==> config.mk <==
export PLATFORM = sky130hd
export DESIGN_NAME = adc_frame_deser
export DESIGN_NICKNAME = d
export VERILOG_FILES = /design/src/rtl/adc_deser_pkg.sv /design/src/rtl/ddr_lane_shift.sv /design/src/rtl/frame_timer.sv /design/src/rtl/edge_spacing_mon.sv /design/src/rtl/lock_fsm.sv /design/src/rtl/adc_frame_deser.sv
export SDC_FILE = /design/constraint.sdc
export NUM_CORES = 1
export LEC_CHECK = 0
export BUFFER_PORTS_ARGS = -buffer_cell sky130_fd_sc_hd__buf_2
export CORE_AREA = 2 2 69 97
export DETAILED_ROUTE_END_ITERATION = 7
export DIE_AREA = 0 0 71 99
export HOLD_SLACK_MARGIN = 0.05
export SKIP_LAST_GASP = 1
export SLEW_MARGIN = 20
export SYNTH_ARGS = -nofsm -noshare
export SYNTH_HDL_FRONTEND = slang
export SYNTH_SLANG_ARGS = --single-unit
==> constraint.sdc <==
create_clock -name clk -period 4.8 [get_ports clk]
set_input_delay 0.24 -clock clk [delete_from_list [all_inputs] [get_ports clk]]
set_output_delay 0.24 -clock clk [all_outputs]
set_load 0.02 [all_outputs]
==> src/rtl/adc_deser_pkg.sv <==
package adc_deser_pkg;
    typedef enum logic [1:0] {
        ST_SEARCH  = 2'd0,
        ST_CONFIRM = 2'd1,
        ST_LOCKED  = 2'd2,
        ST_HOLD    = 2'd3
    } lock_state_t;
endpackage

==> src/rtl/ddr_lane_shift.sv <==
// Shifts two lane bits and two frame samples per cycle and presents the
// word window selected by the boundary phase.
module ddr_lane_shift #(
    parameter int WORD_W = 14
) (
    input  logic              clk,
    input  logic              rst,
    input  logic              d_rise,
    input  logic              d_fall,
    input  logic              f_rise,
    input  logic              f_fall,
    input  logic              phase,
    output logic [WORD_W-1:0] word,
    output logic              frm_ok
);
    localparam int HALF = WORD_W / 2;
    localparam int DW   = WORD_W + 1;
    localparam int FW   = WORD_W + 2;
    localparam logic [WORD_W:0] FRAME_PAT = {1'b0, {HALF{1'b1}}, {HALF{1'b0}}};

    logic [DW-1:0]     dsr;
    logic [FW-1:0]     fsr;
    logic [WORD_W:0]   fwin;

    always_ff @(posedge clk) begin
        if (rst) begin
            dsr <= '0;
            fsr <= '0;
        end else begin
            dsr <= {dsr[DW-3:0], d_rise, d_fall};
            fsr <= {fsr[FW-3:0], f_rise, f_fall};
        end
    end

    always_comb begin
        word   = phase ? dsr[WORD_W:1] : dsr[WORD_W-1:0];
        fwin   = phase ? fsr[WORD_W+1:1] : fsr[WORD_W:0];
        frm_ok = (fwin == FRAME_PAT);
    end

    assert_clear_R9: assert property (@(posedge clk)
        rst |=> (dsr == '0 && fsr == '0));
endmodule

==> src/rtl/frame_timer.sv <==
// Word boundary timer; a slip moves the boundary one bit later.
module frame_timer #(
    parameter int FRAME_CYC = 7
) (
    input  logic clk,
    input  logic rst,
    input  logic slip,
    output logic tick,
    output logic phase
);
    localparam int CW = $clog2(FRAME_CYC + 1);
    localparam logic [CW-1:0] LAST    = CW'(FRAME_CYC - 1);
    localparam logic [CW-1:0] STRETCH = CW'(FRAME_CYC);

    logic [CW-1:0] cnt;

    assign tick = (cnt == '0);

    always_ff @(posedge clk) begin
        if (rst) begin
            cnt   <= LAST;
            phase <= 1'b0;
        end else if (tick) begin
            if (slip && !phase) begin
                cnt   <= STRETCH;
                phase <= 1'b1;
            end else if (slip) begin
                cnt   <= LAST;
                phase <= 1'b0;
            end else begin
                cnt   <= LAST;
            end
        end else begin
            cnt <= cnt - 1'b1;
        end
    end

    assert_slip_on_tick_R3: assert property (@(posedge clk) disable iff (rst)
        slip |-> tick);
endmodule

==> src/rtl/edge_spacing_mon.sv <==
// Measures the bit distance between frame rising edges.
module edge_spacing_mon #(
    parameter int WORD_W = 14
) (
    input  logic clk,
    input  logic rst,
    input  logic f_rise,
    input  logic f_fall,
    output logic err
);
    localparam int GW = $clog2(4 * WORD_W);
    localparam int SW = GW + 1;
    localparam logic [GW-1:0] GMAX = '1;

    logic          prev_f;
    logic          seen;
    logic [GW-1:0] gap;
    logic [SW-1:0] spacing;
    logic          edge_r;
    logic          edge_f;

    always_comb begin
        edge_r  = f_rise & ~prev_f;
        edge_f  = f_fall & ~f_rise;
        spacing = edge_r ? ({1'b0, gap} + SW'(1)) : ({1'b0, gap} + SW'(2));
    end

    always_ff @(posedge clk) begin
        prev_f <= f_fall;
        if (rst) begin
            seen <= 1'b0;
            gap  <= '0;
            err  <= 1'b0;
        end else begin
            err <= (edge_r | edge_f) & seen & (spacing != SW'(WORD_W));
            if (edge_r) begin
                gap  <= GW'(1);
                seen <= 1'b1;
            end else if (edge_f) begin
                gap  <= '0;
                seen <= 1'b1;
            end else if (gap > GW'((1 << GW) - 3)) begin
                gap <= GMAX;
            end else begin
                gap <= gap + GW'(2);
            end
        end
    end
endmodule

==> src/rtl/lock_fsm.sv <==
// Alignment search and lock supervision.
module lock_fsm
    import adc_deser_pkg::*;
#(
    parameter int LOCK_FRAMES   = 4,
    parameter int UNLOCK_FRAMES = 2
) (
    input  logic clk,
    input  logic rst,
    input  logic tick,
    input  logic good,
    output logic slip,
    output logic emit,
    output logic locked
);
    localparam int HW = $clog2(LOCK_FRAMES + 1);
    localparam int MW = $clog2(UNLOCK_FRAMES + 1);

    lock_state_t   state_q, state_d;
    logic [HW-1:0] hit_q, hit_d;
    logic [MW-1:0] miss_q, miss_d;

    always_comb begin
        state_d = state_q;
        hit_d   = hit_q;
        miss_d  = miss_q;
        if (tick) begin
            unique case (state_q)
                ST_SEARCH: begin
                    if (good) begin
                        if (LOCK_FRAMES <= 1) begin
                            state_d = ST_LOCKED;
                        end else begin
                            state_d = ST_CONFIRM;
                            hit_d   = HW'(1);
                        end
                    end
                end
                ST_CONFIRM: begin
                    if (!good)
                        state_d = ST_SEARCH;
                    else if (hit_q == HW'(LOCK_FRAMES - 1))
                        state_d = ST_LOCKED;
                    else
                        hit_d = hit_q + 1'b1;
                end
                ST_LOCKED: begin
                    if (!good) begin
                        if (UNLOCK_FRAMES <= 1) begin
                            state_d = ST_SEARCH;
                        end else begin
                            state_d = ST_HOLD;
                            miss_d  = MW'(1);
                        end
                    end
                end
                ST_HOLD: begin
                    if (good)
                        state_d = ST_LOCKED;
                    else if (miss_q == MW'(UNLOCK_FRAMES - 1))
                        state_d = ST_SEARCH;
                    else
                        miss_d = miss_q + 1'b1;
                end
                default: state_d = ST_SEARCH;
            endcase
        end
    end

    always_ff @(posedge clk) begin
        if (rst) begin
            state_q <= ST_SEARCH;
            hit_q   <= '0;
            miss_q  <= '0;
        end else begin
            state_q <= state_d;
            hit_q   <= hit_d;
            miss_q  <= miss_d;
        end
    end

    always_comb begin
        locked = (state_q == ST_LOCKED) || (state_q == ST_HOLD);
        slip   = tick && !good &&
                 ((state_q == ST_SEARCH) || (state_q == ST_CONFIRM));
        emit   = tick && locked && (state_d != ST_SEARCH);
    end

    assert_drop_to_search_R6: assert property (@(posedge clk) disable iff (rst)
        $fell(locked) |-> (state_q == ST_SEARCH));

    assert_lock_after_confirm_R4: assert property (@(posedge clk) disable iff (rst)
        ($rose(locked) && (LOCK_FRAMES > 1)) |-> ($past(state_q) == ST_CONFIRM));
endmodule

==> src/rtl/adc_frame_deser.sv <==
module adc_frame_deser #(
    parameter int WORD_W        = 14,
    parameter int LOCK_FRAMES   = 4,
    parameter int UNLOCK_FRAMES = 2
) (
    input  logic              clk,
    input  logic              rst,
    input  logic              dat_rise,
    input  logic              dat_fall,
    input  logic              frm_rise,
    input  logic              frm_fall,
    output logic [WORD_W-1:0] word_o,
    output logic              word_vld,
    output logic              locked,
    output logic              frame_err
);
    localparam int FRAME_CYC = WORD_W / 2;

    logic              phase;
    logic              tick;
    logic              slip;
    logic              emit;
    logic              good;
    logic [WORD_W-1:0] word;

    ddr_lane_shift #(.WORD_W(WORD_W)) u_shift (
        .clk    (clk),
        .rst    (rst),
        .d_rise (dat_rise),
        .d_fall (dat_fall),
        .f_rise (frm_rise),
        .f_fall (frm_fall),
        .phase  (phase),
        .word   (word),
        .frm_ok (good)
    );

    frame_timer #(.FRAME_CYC(FRAME_CYC)) u_timer (
        .clk   (clk),
        .rst   (rst),
        .slip  (slip),
        .tick  (tick),
        .phase (phase)
    );

    lock_fsm #(
        .LOCK_FRAMES   (LOCK_FRAMES),
        .UNLOCK_FRAMES (UNLOCK_FRAMES)
    ) u_fsm (
        .clk    (clk),
        .rst    (rst),
        .tick   (tick),
        .good   (good),
        .slip   (slip),
        .emit   (emit),
        .locked (locked)
    );

    edge_spacing_mon #(.WORD_W(WORD_W)) u_mon (
        .clk    (clk),
        .rst    (rst),
        .f_rise (frm_rise),
        .f_fall (frm_fall),
        .err    (frame_err)
    );

    always_ff @(posedge clk) begin
        if (rst) begin
            word_o   <= '0;
            word_vld <= 1'b0;
        end else begin
            word_vld <= emit;
            if (emit)
                word_o <= word;
        end
    end

    assert_valid_locked_R7: assert property (@(posedge clk) disable iff (rst)
        word_vld |-> locked);

    assert_valid_single_R1: assert property (@(posedge clk) disable iff (rst)
        word_vld |=> !word_vld);
endmodule

# Yosys cells after proc, flatten, opt, wreduce, memory -nomap -nowiden
# Index checks and enable logic that the tools add are counted.
dict set report totals {
  regBits 66
  inputBits 6
  out_inout_bits 17
  word_cells 89
}
dict set report op_classes {
  addsub 6
  magnitude_cmp 1
  eq_ne 13
  mux 28
  bitwise 7
  n_reduce_logical 20
}
# cell count
set ops {}
lappend ops {{$mux 2} 10}
lappend ops {{$eq 15x14->1 const B} 1}
lappend ops {{$mux 15} 1}
lappend ops {{$mux 14} 1}
lappend ops {{$mux 3} 4}
lappend ops {{$reduce_and 5->1} 2}
lappend ops {{$reduce_bool 2->1} 5}
lappend ops {{$ne 2x2->1 const B} 4}
lappend ops {{$pmux 2 s4} 1}
lappend ops {{$add 6x1->7 const B} 1}
lappend ops {{$add 6x2->7 const B} 1}
lappend ops {{$mux 1} 7}
lappend ops {{$mux 7} 1}
lappend ops {{$ne 7x4->1 const B} 1}
lappend ops {{$add 6x2->6 const B} 1}
lappend ops {{$gt 6x6->1 const B} 1}
lappend ops {{$mux 6} 1}
lappend ops {{$pmux 3 s2} 1}
lappend ops {{$logic_and 1x1->1} 5}
lappend ops {{$and 1x1->1} 4}
lappend ops {{$eq 2x1->1 const B} 2}
lappend ops {{$eq 2x2->1 const B} 2}
lappend ops {{$ne 2x1->1 const B} 2}
lappend ops {{$pmux 2 s2} 1}
lappend ops {{other kinds (12)} 15}

# Longest topological paths before layout
dict set report logic_depth {
  word_depth 8
  ltp_mapped 7
  ltp_nobuf 6
}

# Modules after synthesis
# A second synthesis with hierarchy kept.
dict set report hier_totals {
  hier_cells 253
  area_unflattened_um2 2688.8
}
# mod n_inst cells_each area_each_um2 seq_area_each_um2
set modules_own_cells {}
lappend modules_own_cells {ddr_lane_shift 1 87 1078.5 620.6}
lappend modules_own_cells {adc_frame_deser 1 47 535.5 300.3}
lappend modules_own_cells {edge_spacing_mon 1 52 460.4 180.2}
lappend modules_own_cells {lock_fsm 1 50 445.4 140.1}
lappend modules_own_cells {frame_timer 1 17 168.9 80.1}

# Worst setup path before layout
# Ideal clock, no wire load.
dict set report synth_timing {
  path_kind {register -> register}
  from {register u_shift.fsr[1]}
  to {register word_o[11]}
  setup_ns 0.140
  arrival_ns 1.806
  required_ns 4.660
  slack_ns 2.854
  path_stages_with_launch 6
  path_buffers 1
  synth_period_minus_slack_ns 1.946
  path_cell_list {dfxtp_1 or4_1 a2111o_1 nand3_2 buf_4 a221oi_1}
}
dict set report synth_via {
  elab_chain_cells 7
  elab_cells_between_ends 10
  cone_classes {1 x eq/ne; 7 x mux; 2 x reduce/logical}
}
# item line
set synth_rtl {}
lappend synth_rtl {{from (decl)} ddr_lane_shift.sv:22} ;# logic [FW-1:0] fsr;
lappend synth_rtl {{from (signal assigned)} ddr_lane_shift.sv:31} ;# fsr <= {fsr[FW-3:0], f_rise, f_fall};
lappend synth_rtl {{$mux 15 (*)} ddr_lane_shift.sv:37} ;# fwin = phase ? fsr[WORD_W+1:1] : fsr[WORD_W:0];
lappend synth_rtl {{$eq 15x14->1 (*)} ddr_lane_shift.sv:38} ;# frm_ok = (fwin == FRAME_PAT);
lappend synth_rtl {{$mux 2, on equally long branches} --}
lappend synth_rtl {{$pmux 2 s4 (*)} lock_fsm.sv:28} ;# unique case (state_q)
lappend synth_rtl {{$mux 2 (*)} lock_fsm.sv:27} ;# if (tick) begin
lappend synth_rtl {{$reduce_bool 2->1 (*)} lock_fsm.sv:86} ;# emit = tick && locked && (state_d != ST_SEARCH);
lappend synth_rtl {{$logic_and 1x1->1 (*)} lock_fsm.sv:86}
lappend synth_rtl {{to (signal assigned)} adc_frame_deser.sv:74} ;# word_o <= word;
lappend synth_rtl {{to (decl)} adc_frame_deser.sv:12} ;# output logic [WORD_W-1:0] word_o,
# Every way passes the cells marked *; elsewhere a longest branch is shown, timed or not.
# A chain may end at the register's enable or synchronous reset.

# Worst setup path in the final report
dict set report layout_timing {
  from {register u_timer.phase}
  to {register word_o[10]}
}
dict set report layout_via {
  elab_chain_cells 7
  elab_cells_between_ends 11
  cone_classes {1 x eq/ne; 8 x mux; 2 x reduce/logical}
}
# item line
set layout_rtl {}
lappend layout_rtl {{from (decl)} frame_timer.sv:9} ;# output logic phase
lappend layout_rtl {{from (signal assigned)} frame_timer.sv:22} ;# phase <= 1'b0;
lappend layout_rtl {{from (signal assigned)} frame_timer.sv:26} ;# phase <= 1'b1;
lappend layout_rtl {{from (signal assigned)} frame_timer.sv:29} ;# phase <= 1'b0;
lappend layout_rtl {{$mux 15} ddr_lane_shift.sv:37}
lappend layout_rtl {{$eq 15x14->1} ddr_lane_shift.sv:38}
lappend layout_rtl {{$mux 2, on equally long branches} --}
lappend layout_rtl {{$pmux 2 s4} lock_fsm.sv:28}
lappend layout_rtl {{$mux 2} lock_fsm.sv:27}
lappend layout_rtl {{$reduce_bool 2->1} lock_fsm.sv:86}
lappend layout_rtl {{$logic_and 1x1->1} lock_fsm.sv:86}
# Parallel ways exist; a longest one is shown, timed or not.

==> qor.yml <==
clocking:
  clock_latency_ns: 0.34
  htree_levels: 3
  post_cts_buffers: 0
  clock_tree.buffer_depth: 2
  tritoncts.num_buffers: 9
  cts_tree: "built"
  cts.sink_count: 66
  clkSlewWorstSetupHoldPaths_ns: 0.06
  cts-root-buf: "clkbuf_8"
route:
  wl_per_cell_um: 12.6
  firstDrtPassIters: 4
  drt-initial-drc-count: 63
  drc: 0
  drt-total-wl_um: 4540
  vias_per_cell: 5.25
  final_antenna_net_count: 0
  vias: 1889
sta:
  min_period_ns: 2.54
  hold_viol: 0
  final_max_slew_viol_count: 0
  worst_slack_ns: 2.26
  fmax_mhz: 393
  finalCritPeriodShare_pct: 52.9
  worstMarginPinSlew_ns: 0.921
  final.setup.tns_ns: 0
  max-slew-margin-rel_pct: 38.5
  setup_viol: 0
  finClkSkew_ns: 0.00720
  rsz0062_at_grt: "false"
worst_setup_path:
  cp_num_buf_inv: 0
  start_kind: "flip-flop"
  critical_path_arrival_ns: 2.78
  slowest_delay_ns: 0.70
  crit_path_max_fanout: 32
  crit_start: "u_timer.phase"
  crit_family: "compound AO/OA/AOI/OAI gates"
  rr_startpoint: "u_timer.phase"
  r2r_setup_slack_ns: 2.26
  required_ns: 5.04
  crit_path_end_kind: "flip-flop"
  path_class: "reg2reg"
  crit_path_top_delay_cell: "or4b_4"
  path_cells: "or4b_4 > a2111oi_4 > o21bai_2 > a221oi_1"
placement:
  dpl.hpwl_um: 3060
  place_congestion: 0.730
  port-buffer-count: 22
  place_ws_ns: 2.28
power:
  power_frac_comb_pct: 4.4
  p_sw_share_pct: 22.1
  p_int_w: 0.000819
  p_leak_nw: 1.13
  p_switching_w: 0.000232
  vdd_drop_max_uv: 183
  pwr-share-clk_pct: 41.5
  seqPwrFrac_pct: 54.2
  power.density_nw_per_um2: 347
final_layout:
  final_common_cell: "dfxtp_1"
  seq_area_um2: 1320
  multi_input_area_um2: 1210
  fillers: 610
  fin_nets: 299
  n_antenna_cell: 0
  final_cell_mix: "66 x dfxtp_1, 45 x nor2b_1, 23 x inv_1"
  syn_to_final_growth_pct: 12.3
  layout-drive-gt1-share_pct: 19.1
grt:
  grt_usage_pct: 14.8
  grt_pass1_vias: 1884
  antenna_found_initial: 0
  grt_remaining_overflow: 0
  grt_pass1_wl_um: 8150
  grt_max_degree: 40
synthesis:
  synth_ff_type: "dfxtp_1"
  yosys_warnings: 0
  yosysSeqAreaShare_pct: 49.0
  synth_area_um2: 2700
  avgSynthCellArea_um2: 10.1
  ys_async_sr_fraction_pct: 0
  synth_cells: 266
  syn_nets: 281
  synth_cell_type_count: 45
  synth_edf_count: 0
  ys_seq_elements: 66
min_path:
  min_from: "dat_fall"
  hp-class: "in2reg"
floorplan:
  core-area_um2: 6170
  fp-row-count: 34
  fp.dieW_um: 71
  dieHeight_um: 99
  ioPinCount: 23
  die_area_um2: 7030
  start_util_pct: 43.7
run:
  drv_cap: 0
status:
  status: "complete, no violations"
==> Yosys cell counts, types with 3 or more instances <==
cell type / number / area share (%)
dfxtp_1: 66 / 49
nor2b_1: 45 / 10
inv_1: 23 / 3.2
a21oi_1: 16 / 3.0
a211oi_1: 15 / 4.2
clkbuf_1: 14 / 1.9
a221oi_2: 9 / 5.0
ha_1: 9 / 4.2
nand2_1: 8 / 1.1
a221oi_1: 5 / 1.6
nor2_1: 5 / 0.70
nand4_1: 4 / 0.93
o21ai_0: 4 / 0.74
nand2b_1: 3 / 0.70
nand3_1: 3 / 0.56
xor2_1: 3 / 0.97
==> path summary, 6_finish.rpt <==
check	endpoint	cells past startpoint
max	word_o[10]	4
min	u_shift.dsr[0]	2
min reg2reg	u_shift.dsr[2]	1
max reg2reg	word_o[10]	4
==> cell type report <==
cell class / instances / share of cell area, %
clock buffers: 13 / 5.91
clock inverters: 2 / 0.330
inverters: 23 / 2.85
multi-input cells: 160 / 40.1
flip-flops and latches: 66 / 43.6
well taps: 72 / 2.97
repair buffers: 24 / 4.21
==> power by group through the flow <==
stage / Clock [W] / Combinational (W) / Sequential (W)
floorplan: 0 / 0.0000385 / 0.000578
CTS: 0.000454 / 0.0000470 / 0.000569
finish: 0.000436 / 0.0000459 / 0.000570
detailed placement: 0 / 0.0000462 / 0.000582
global route: 0.000480 / 0.0000528 / 0.000571
global placement: 0 / 0.0000448 / 0.000582
==> routing by layer <==
metal | GRT usage (%) | part of all wire, %
met4 | 7.40 | 2.4
met1 | 17.1 | 49
met2 | 23.9 | 45
met3 | 5.32 | 4.0
met5 | 0 | 0
==> registers in the layout (all words and copies together) (netlist names), 2 cells and up <==
name	count
u_shift.fsr	16
u_shift.dsr	15
u_timer.cnt	3
word_o	14
u_fsm.hit_q	3
u_mon.gap	6
u_fsm.miss_q	2
u_fsm.state_q	2
==> metrics by stage <==
stage	cells	instance area (um2)	hold WS (ns)	power [W]	util, %
global route	360	3030	0.117	0.00110	49.1
CTS	360	3030	0.0936	0.00107	49.1
global placement	344	2830	0.388	0.000627	45.9
floorplan	266	2700	0.268	0.000616	-
detailed placement	344	2830	0.388	0.000628	45.9
finish	360	3030	0.109	0.00105	49.1
==> worst reg2reg max path, stage by stage, from the launching register on <==
cell       delay [ns]
dfxtp_1          0.61
or4b_4           0.70
a2111oi_4        0.46
o21bai_2         0.32
a221oi_1         0.36
==> logic make-up after synthesis <==
family,Yosys count,synth area share (%)
AOI/OAI and AO/OA,63,19.7
xor gates and xnor gates,4,1.30
adders and majority gates,9,4.17
buffers and inverters,40,5.98
DFF,66,49.0
and+or+nand+nor,84,19.9
==> timing repair <==
item / 4_1_cts / 5_1_grt
hold endpoints to repair: 1 / 0
hold buffers: 1 / 0
gates resized for setup: 0 / 0
(Power assumes the default switching activity.)
